[src/rtl/sram_bridge_pkg.sv]
package sram_bridge_pkg;

  typedef enum logic [2:0] {
    ST_IDLE,
    ST_WTURN,
    ST_WDRV,
    ST_RACC,
    ST_RECOV
  } phase_e;

  // whole clocks covering a nanosecond limit, never less than one
  function automatic int ns2cyc(input int ns, input int per);
    int c;
    c = (ns + per - 1) / per;
    return (c < 1) ? 1 : c;
  endfunction

  function automatic int imax(input int a, input int b);
    return (a > b) ? a : b;
  endfunction

endpackage

[src/rtl/sram_phase_timer.sv]
module sram_phase_timer #(
  parameter int W = 4
) (
  input  logic         clk,
  input  logic         rst,
  input  logic         load,
  input  logic [W-1:0] load_val,
  output logic         expired
);
  logic [W-1:0] cnt;

  always_ff @(posedge clk) begin
    if (rst)              cnt <= '0;
    else if (load)        cnt <= load_val;
    else if (cnt != '0)   cnt <= cnt - 1'b1;
  end

  assign expired = (cnt == '0);
endmodule

[src/rtl/sram_lane_path.sv]
module sram_lane_path #(
  parameter int LANES  = 2,
  parameter int LANE_W = 8,
  localparam int DW    = LANES * LANE_W
) (
  input  logic             clk,
  input  logic             rst,
  input  logic             take,
  input  logic             close,
  input  logic             capture,
  input  logic [DW-1:0]    wdata_i,
  input  logic [LANES-1:0] mask_i,
  input  logic [DW-1:0]    dq_in,
  output logic [DW-1:0]    dq_out,
  output logic [DW-1:0]    rdata,
  output logic [LANES-1:0] sel_n
);
  for (genvar g = 0; g < LANES; g++) begin : g_lane
    logic [LANE_W-1:0] wreg;
    logic [LANE_W-1:0] rreg;
    logic              seln;

    always_ff @(posedge clk) begin
      if (rst) begin
        wreg <= '0;
        rreg <= '0;
        seln <= 1'b1;
      end else begin
        if (take) begin
          wreg <= wdata_i[g*LANE_W +: LANE_W];
          seln <= ~mask_i[g];
        end else if (close) begin
          seln <= 1'b1;
        end
        if (capture)
          rreg <= seln ? '0 : dq_in[g*LANE_W +: LANE_W];
      end
    end

    assign dq_out[g*LANE_W +: LANE_W] = wreg;
    assign rdata[g*LANE_W +: LANE_W]  = rreg;
    assign sel_n[g]                   = seln;
  end
endmodule

[src/rtl/sram_bridge.sv]
module sram_bridge
  import sram_bridge_pkg::*;
#(
  parameter int CLK_NS    = 8,
  parameter int T_RC_NS   = 55,
  parameter int T_AA_NS   = 55,
  parameter int T_ACE_NS  = 55,
  parameter int T_DOE_NS  = 25,
  parameter int T_HZOE_NS = 20,
  parameter int T_WC_NS   = 55,
  parameter int T_PWE_NS  = 40,
  parameter int T_AW_NS   = 45,
  parameter int T_SD_NS   = 25,
  parameter int T_HZWE_NS = 25,
  parameter int ADDR_W    = 16,
  parameter int LANE_W    = 8,
  parameter int LANES     = 2,
  localparam int DW       = LANES * LANE_W
) (
  input  logic              clk,
  input  logic              rst,
  input  logic              req_valid,
  output logic              req_ready,
  input  logic              req_write,
  input  logic [ADDR_W-1:0] req_addr,
  input  logic [DW-1:0]     req_wdata,
  input  logic [LANES-1:0]  req_mask,
  output logic              rsp_valid,
  output logic [DW-1:0]     rsp_data,
  output logic [ADDR_W-1:0] mem_addr,
  output logic              mem_ce_n,
  output logic              mem_we_n,
  output logic              mem_oe_n,
  output logic [LANES-1:0]  mem_be_n,
  output logic [DW-1:0]     mem_dq_out,
  output logic              mem_dq_oe,
  input  logic [DW-1:0]     mem_dq_in
);
  // phase lengths in clocks
  localparam int TURN = ns2cyc(T_HZWE_NS, CLK_NS);
  localparam int DRV  = imax(ns2cyc(T_SD_NS, CLK_NS),
                        imax(ns2cyc(T_AW_NS, CLK_NS) - TURN,
                             ns2cyc(T_PWE_NS, CLK_NS) - TURN));
  localparam int WREC = imax(1, ns2cyc(T_WC_NS, CLK_NS) - TURN - DRV);
  localparam int ACC  = imax(ns2cyc(T_AA_NS, CLK_NS),
                        imax(ns2cyc(T_ACE_NS, CLK_NS), ns2cyc(T_DOE_NS, CLK_NS)));
  localparam int RREC = imax(ns2cyc(T_HZOE_NS, CLK_NS), ns2cyc(T_RC_NS, CLK_NS) - ACC);
  localparam int MAXP = imax(imax(imax(TURN, DRV), imax(WREC, ACC)), RREC);
  localparam int CW   = $clog2(MAXP + 1);

  phase_e        st;
  logic          accept;
  logic          t_load;
  logic [CW-1:0] t_val;
  logic          t_exp;
  logic          lane_close;
  logic          lane_capture;

  assign req_ready    = (st == ST_IDLE);
  assign accept       = req_valid && req_ready;
  assign lane_close   = t_exp && ((st == ST_WDRV) || (st == ST_RACC));
  assign lane_capture = t_exp && (st == ST_RACC);

  always_comb begin
    t_load = 1'b0;
    t_val  = '0;
    unique case (st)
      ST_IDLE: if (accept) begin
        t_load = 1'b1;
        t_val  = req_write ? CW'(TURN - 1) : CW'(ACC - 1);
      end
      ST_WTURN: if (t_exp) begin
        t_load = 1'b1;
        t_val  = CW'(DRV - 1);
      end
      ST_WDRV: if (t_exp) begin
        t_load = 1'b1;
        t_val  = CW'(WREC - 1);
      end
      ST_RACC: if (t_exp) begin
        t_load = 1'b1;
        t_val  = CW'(RREC - 1);
      end
      default: ;
    endcase
  end

  sram_phase_timer #(.W(CW)) u_timer (
    .clk      (clk),
    .rst      (rst),
    .load     (t_load),
    .load_val (t_val),
    .expired  (t_exp)
  );

  always_ff @(posedge clk) begin
    if (rst) begin
      st        <= ST_IDLE;
      mem_ce_n  <= 1'b1;
      mem_we_n  <= 1'b1;
      mem_oe_n  <= 1'b1;
      mem_dq_oe <= 1'b0;
      mem_addr  <= '0;
      rsp_valid <= 1'b0;
    end else begin
      rsp_valid <= 1'b0;
      unique case (st)
        ST_IDLE: if (accept) begin
          st       <= req_write ? ST_WTURN : ST_RACC;
          mem_ce_n <= 1'b0;
          mem_we_n <= ~req_write;
          mem_oe_n <= req_write;
          mem_addr <= req_addr;
        end
        ST_WTURN: if (t_exp) begin
          st        <= ST_WDRV;
          mem_dq_oe <= 1'b1;
        end
        ST_WDRV: if (t_exp) begin
          st        <= ST_RECOV;
          mem_ce_n  <= 1'b1;
          mem_we_n  <= 1'b1;
          mem_dq_oe <= 1'b0;
        end
        ST_RACC: if (t_exp) begin
          st        <= ST_RECOV;
          mem_ce_n  <= 1'b1;
          mem_oe_n  <= 1'b1;
          rsp_valid <= 1'b1;
        end
        ST_RECOV: if (t_exp) st <= ST_IDLE;
        default: st <= ST_IDLE;
      endcase
    end
  end

  sram_lane_path #(.LANES(LANES), .LANE_W(LANE_W)) u_lanes (
    .clk     (clk),
    .rst     (rst),
    .take    (accept),
    .close   (lane_close),
    .capture (lane_capture),
    .wdata_i (req_wdata),
    .mask_i  (req_mask),
    .dq_in   (mem_dq_in),
    .dq_out  (mem_dq_out),
    .rdata   (rsp_data),
    .sel_n   (mem_be_n)
  );
endmodule

[config.mk]
export PLATFORM = sky130hd
export DESIGN_NAME = sram_bridge
export DESIGN_NICKNAME = d
export VERILOG_FILES = /design/src/rtl/sram_bridge_pkg.sv /design/src/rtl/sram_phase_timer.sv /design/src/rtl/sram_lane_path.sv /design/src/rtl/sram_bridge.sv
export SDC_FILE = /design/constraint.sdc
export NUM_CORES = 1
export LEC_CHECK = 0
export BUFFER_PORTS_ARGS = -buffer_cell sky130_fd_sc_hd__clkbuf_2
export CORE_ASPECT_RATIO = 1.2
export CORE_MARGIN = 2
export CORE_UTILIZATION = 40
export CTS_BUF_LIST = sky130_fd_sc_hd__clkbuf_2
export DETAILED_ROUTE_END_ITERATION = 8
export PLACE_DENSITY = 0.69
export RECOVER_POWER = 50
export SLEW_MARGIN = 20
export SYNTH_ARGS = -nofsm -noshare
export SYNTH_HDL_FRONTEND = slang
export SYNTH_SLANG_ARGS = --single-unit
[constraint.sdc]
create_clock -name clk -period 2 [get_ports clk]
set_input_delay 0.4 -clock clk [delete_from_list [all_inputs] [get_ports clk]]
set_output_delay 0.4 -clock clk [all_outputs]
set_load 0.05 [all_outputs]
## Word level (Yosys, flattened, before mapping)

Cells that the tools add are included.

| storage, ports and cells | value |
|---|---|
| bits in registers | 61 |
| bits in latches | 0 |
| memory bits (writable) | 0 |
| memory bits (read-only) | 0 |
| bits of input ports | 54 |
| output and inout port bits | 56 |
| logic and storage cells | 81 |
| memories kept | 0 |

| cells by class | value |
|---|---|
| add/sub/neg operators | 1 |
| multipliers | 0 |
| divide/modulo/power cells | 0 |
| order comparisons | 0 |
| equality and inequality tests | 10 |
| shift-type cells | 0 |
| muxes and demuxes | 30 |
| bitwise logic cells | 4 |
| reductions and logical operators | 22 |

Operators with widths:

| cell | count |
|---|---|
| 3-bit 2-to-1 mux | 8 |
| 8-bit 2-to-1 mux | 2 |
| 3-bit one-hot mux with 4 select lines | 1 |
| 3-bit AND reduction | 4 |
| 2-bit nonzero test | 6 |
| 1-bit 2-to-1 mux | 10 |
| 1-bit one-hot mux with 2 select lines | 5 |
| 3-bit one-hot mux with 3 select lines | 1 |
| 2-bit != test, second input constant | 4 |
| 3-bit by 2-bit equality test with 1-bit output, second input constant | 2 |
| 3-bit logical NOT | 2 |
| 2-bit 2-to-1 mux | 3 |
| 2-bit by 1-bit != test with 1-bit output, second input constant | 2 |
| 1-bit NOT | 4 |
| 4-bit AND reduction | 1 |
| 2-bit OR reduction | 2 |
| 3-bit by 1-bit equality test with 1-bit output, second input constant | 1 |
| 3-bit equality test, second input constant | 1 |
| 1-bit logical AND | 3 |
| 3-bit nonzero test | 1 |
| 3-bit OR reduction | 1 |
| 3-bit by 1-bit subtractor with 3-bit output, second input constant | 1 |
| 2-bit AND reduction | 1 |
| 1-bit logical OR | 1 |

## Longest topological paths before layout

| logic depth | value |
|---|---|
| word-level depth | 5 |
| depth in mapped cells | 8 |
| depth with buffers taken out | 6 |

## Cells and area by module

From an unflattened synthesis, not the netlist that was laid out.

| unflattened totals | value |
|---|---|
| cells, all modules | 270 |
| area, all modules | 2457.4 µm² |

Modules (own cells, without submodules):

| module | instances | cells an instance | area an instance (µm²) | seq. area each (µm²) |
|---|---|---|---|---|
| sram_lane_path | 1 | 130 | 1303.8 | 680.7 |
| sram_bridge | 1 | 118 | 947.2 | 480.5 |
| sram_phase_timer | 1 | 22 | 206.4 | 60.1 |

## Worst setup path after synthesis

OpenSTA, ideal clock, no wires.

| path | value |
|---|---|
| path kind | register to output |
| from | register st[2] |
| to | output req_ready |
| arrival | 1.602 ns |
| data required time | 1.600 ns |
| slack | -0.002 ns |
| cell stages (with the launch flop) | 3 |
| path buffers | 1 |
| cell sequence | dfxtp_1 -> clkbuf_1 -> nor3_1 |

| on the way | value |
|---|---|
| word-level cells in the longest chain between the ends | 1 |

Ends and longest elaborated chain:

| what | line | text |
|---|---|---|
| start: declaration | sram_bridge.sv:51 | `phase_e st;` |
| start signal: assignment | sram_bridge.sv:109 | `st <= req_write ? ST_WTURN : ST_RACC;` |
| 3-bit logical NOT | sram_bridge.sv:59 | `assign req_ready = (st == ST_IDLE);` |
| end: declaration | sram_bridge.sv:23 | `output logic req_ready,` |

No other way between the ends.

## Worst setup path in the final report

Same ends and word-level chain as after synthesis.

==> flow_summary_export.csv <==
group,metric,value,unit
timing,grt_setup_unrepaired,"no",
outcome,status,"complete, no violations",
cells_and_area,fin_area,3029,µm²
die,io_pins,110,
clocking,cts-buffers-inserted,9,
timing,finalClockSkew,0.02183,ns
placed_design,dp_hpwl,4151,µm
timing,maxSlewHeadroom,0.5783,
critical_path,rr_endpoint,"mem_we_n",
critical_path,slowest_stage,"dfxtp_1",
timing,setup_violations,0,
cells_and_area,layout-drive-gt1-share,0.2500,
synthesis,synthCells,282,
route,drt_wl_total,5884,µm
critical_path,slowest_delay,0.36,ns
clocking,htreeDepth,3,
worst_hold_path,hp-class,"in -> reg",
power_and_ir_drop,p_leak,1.239,nW
route,avgViaCountPerCell,4.744,
placed_design,io_buffers,109,
die,die_x,73.86,µm
route,dr.pass1.iters,4,
placed_design,gp_congestion,0.8528,
power_and_ir_drop,p_total,3.810,mW
critical_path,crit_required,1.60,ns
timing,whs,0.1212,ns
critical_path,worstSetupPathType,"reg -> out",
global_routing,antenna_found_initial,0,
timing,layout_min_cycle_time,1.868,ns
die,core_area,5668,µm²
cells_and_area,antenna_cells,0,
placed_design,place_inst,457,
power_and_ir_drop,powerDensity,1258,nW/µm²
route,drt_iter0_drc,190,
die,fp.dieArea,6486,µm²
cells_and_area,fin_nets,444,
cells_and_area,area_delta_synth_final,29.33,%
critical_path,crit_fanout,12,
critical_path,reg2reg_from,"st[2]",
synthesis,synth_warnings,0,
synthesis,ys_ff_latch,61,
timing,tightest_slew,0.6353,ns
route,drcViolationCount,0,
critical_path,crit_family,"buffers and inverters",
clocking,cts.sink_count,61,
timing,min_period_over_period,0.9342,
clocking,clockBufferDepth,2,
clocking,clock_latency,0.47,ns
synthesis,synth_area_leaders,"dfxtp_1, nand2_1, a21oi_1",
route,antenna_violating_nets_post_route,0,
synthesis,avgSynthCellArea,8.306,µm²
synthesis,netlist.area_leader.share,0.5214,
critical_path,crit_start,"st[2]",
route,avgRoutedWirePerCell,12.47,µm
critical_path,rrSetupSlack,0.25,ns
timing,tns,0,ns
critical_path,crit_cells,3,
cells_and_area,nFillCells,586,
critical_path,crit_buf_inv,2,
critical_path,startpoint_type,"flip-flop",
clocking,clock-root-buffer,"clkbuf_2",
run,maxCapViolCount,0,
critical_path,cp_cell_sequence,"buf_4, nor3_2, clkbuf_2",
synthesis,syn_nets,338,
cells_and_area,layout.cells.non_filler,472,
synthesis,ys.flop_type,"dfxtp_1",
global_routing,grt_pass1_wl,8700,µm
synthesis,netlist_area,2342,µm²
critical_path,arrival,1.47,ns
clocking,path_clk_slew,0.18,ns
synthesis,yosysTopAreaCell,"dfxtp_1",
critical_path,crit_end,"req_ready",
die,die_height,87.83,µm
die,initial_core_util,0.4132,
power_and_ir_drop,vdd_drop_max,0.7201,mV
critical_path,r2r_cells,6,
timing,slew_viol_final,0,
timing,hold_violations,0,
global_routing,grt_overflow,0,
global_routing,grt_usage,0.1771,
synthesis,synth_edf_count,0,
die,rows,30,
critical_path,critPathCaptureType,"primary output",
synthesis,async_flop_share,0,
global_routing,grt_start_max_net_pins,51,
placed_design,dpl_cell_area,2968,µm²
route,vias,2239,
timing,fmax,535.2,MHz
clocking,cts_tree,"built",
global_routing,grt_pass1_vias,1881,
synthesis,seq_area_frac_synth,0.5214,
synthesis,yosysUniqueCellTypes,35,
## power breakdown
group / switching (mW) / total [mW] / leakage (nW) / internal [mW]
Clock: 0.441 / 0.839 / 0.0789 / 0.398
Sequential: 0.121 / 1.51 / 0.498 / 1.39
Combinational: 1.04 / 1.46 / 0.662 / 0.418
Total: 1.60 / 3.81 / 1.24 / 2.21
## per-layer routing
| layer | wire [µm] | vias to the layer above | global-route usage |
|---|---|---|---|
| met5 | 0 | - | 0 |
| met3 | 331 | 8 | 0.04143 |
| li1 | - | 1154 | - |
| met2 | 2861 | 69 | 0.2792 |
| met1 | 2618 | 1008 | 0.2252 |
| met4 | 72 | 0 | 0.08926 |
## layout by cell type (no fill, tap or decap)
cell type and count:
a2111oi_0 1, a211oi_1 1, a21oi_1 52, a22oi_1 1
a31oi_1 1, and2_2 1, and4bb_2 1, buf_12 1
buf_4 3, bufinv_16 2, clkbuf_1 40, clkbuf_2 82
clkinv_1 1, clkinv_2 3, dfxtp_1 61, ha_1 2
inv_1 3, mux2i_1 1, nand2_1 89, nand2b_1 1
nand3_1 1, nand3b_1 16, nand4b_1 1, nand4bb_1 1
nor2_1 4, nor2_4 1, nor2b_2 1, nor3_1 3
nor3_2 1, nor3b_1 1, nor4b_1 1, nor4b_2 1
o2111ai_1 1, o21ai_0 4, o22a_1 1, o31ai_1 4
or2_2 1, or4b_1 1, xnor2_1 1
## flip-flops by register name, indices dropped and copies added (netlist names)
| name | count |
|---|---|
| st | 3 |
| u_lanes.g_lane.rreg | 16 |
| mem_dq_oe | 1 |
| mem_ce_n | 1 |
| mem_addr | 16 |
| mem_we_n | 1 |
| u_lanes.g_lane.seln | 2 |
| u_timer.cnt | 3 |
| mem_oe_n | 1 |
| u_lanes.g_lane.wreg | 16 |
| rsp_valid | 1 |
## worst register-to-register path: stages (launching register included)
cell and delay [ns]:
dfxtp_1 0.36, buf_4 0.18, nor4b_1 0.38, clkbuf_2 0.44, nand2_1 0.14, o31ai_1 0.09
nand2_1 0.07
## layout make-up
type	count	area, µm²	area share
repair buffers	117	558.0	0.1842
clock inverters	6	78.83	0.02602
clock buffers	9	45.04	0.01487
well taps	80	100.1	0.03304
flip-flops and latches	61	1221	0.4031
multi-input cells	196	1015	0.3350
inverters	3	11.26	0.003717
## synth_stat cells (2+ instances only)
cell,instances
nand2_1,89
dfxtp_1,61
a21oi_1,52
nand3b_1,16
clkbuf_1,10
buf_2,5
buf_4,4
nor2_1,4
nor3_1,4
o21ai_0,4
o31ai_1,4
buf_1,3
inv_1,3
ha_1,2
## cell families after synthesis
logic type	count (synthesis)	share of synthesized area
AO/OA/AOI/OAI	66	0.1528
XOR/XNOR	1	0.003740
adder cells (fa/ha/maj)	2	0.01068
buffers and inverters	25	0.04915
flip-flops	61	0.5214
multiplexers	1	0.004274
AND/OR/NAND/NOR	126	0.2580
## worst min-delay path by stage
stage | cells past startpoint | slack, ns | startpoint | to
4_1_cts | 3 | 0.08 | req_wdata[4] | u_lanes.g_lane[0].wreg[4]
5_1_grt | 3 | 0.07 | req_addr[3] | mem_addr[3]
2_1_floorplan | 2 | 0.46 | u_timer.cnt[1] | u_timer.cnt[1]
3_5_place_dp | 2 | 0.45 | u_lanes.g_lane[1].rreg[6] | u_lanes.g_lane[1].rreg[6]
3_3_place_gp | 2 | 0.44 | u_lanes.g_lane[1].rreg[0] | u_lanes.g_lane[1].rreg[0]
6_report | 3 | 0.12 | req_addr[2] | mem_addr[2]
## stage by stage
stage / worst slack [ns] / utilization
detailed placement: 0.1519 / 0.5236
global route: 0.01570 / 0.5344
floorplan: 0.4097 / -
CTS: 0.08451 / 0.5455
finish: 0.1316 / 0.5344
global placement: 0.2238 / 0.5236
## what timing repair did
action,CTS,global route
hold buffers,0,0
gates resized for setup,0,2
buffers inserted,0,0
setup endpoints to repair,0,16
No activity file was read; power rests on OpenSTA's default activity.
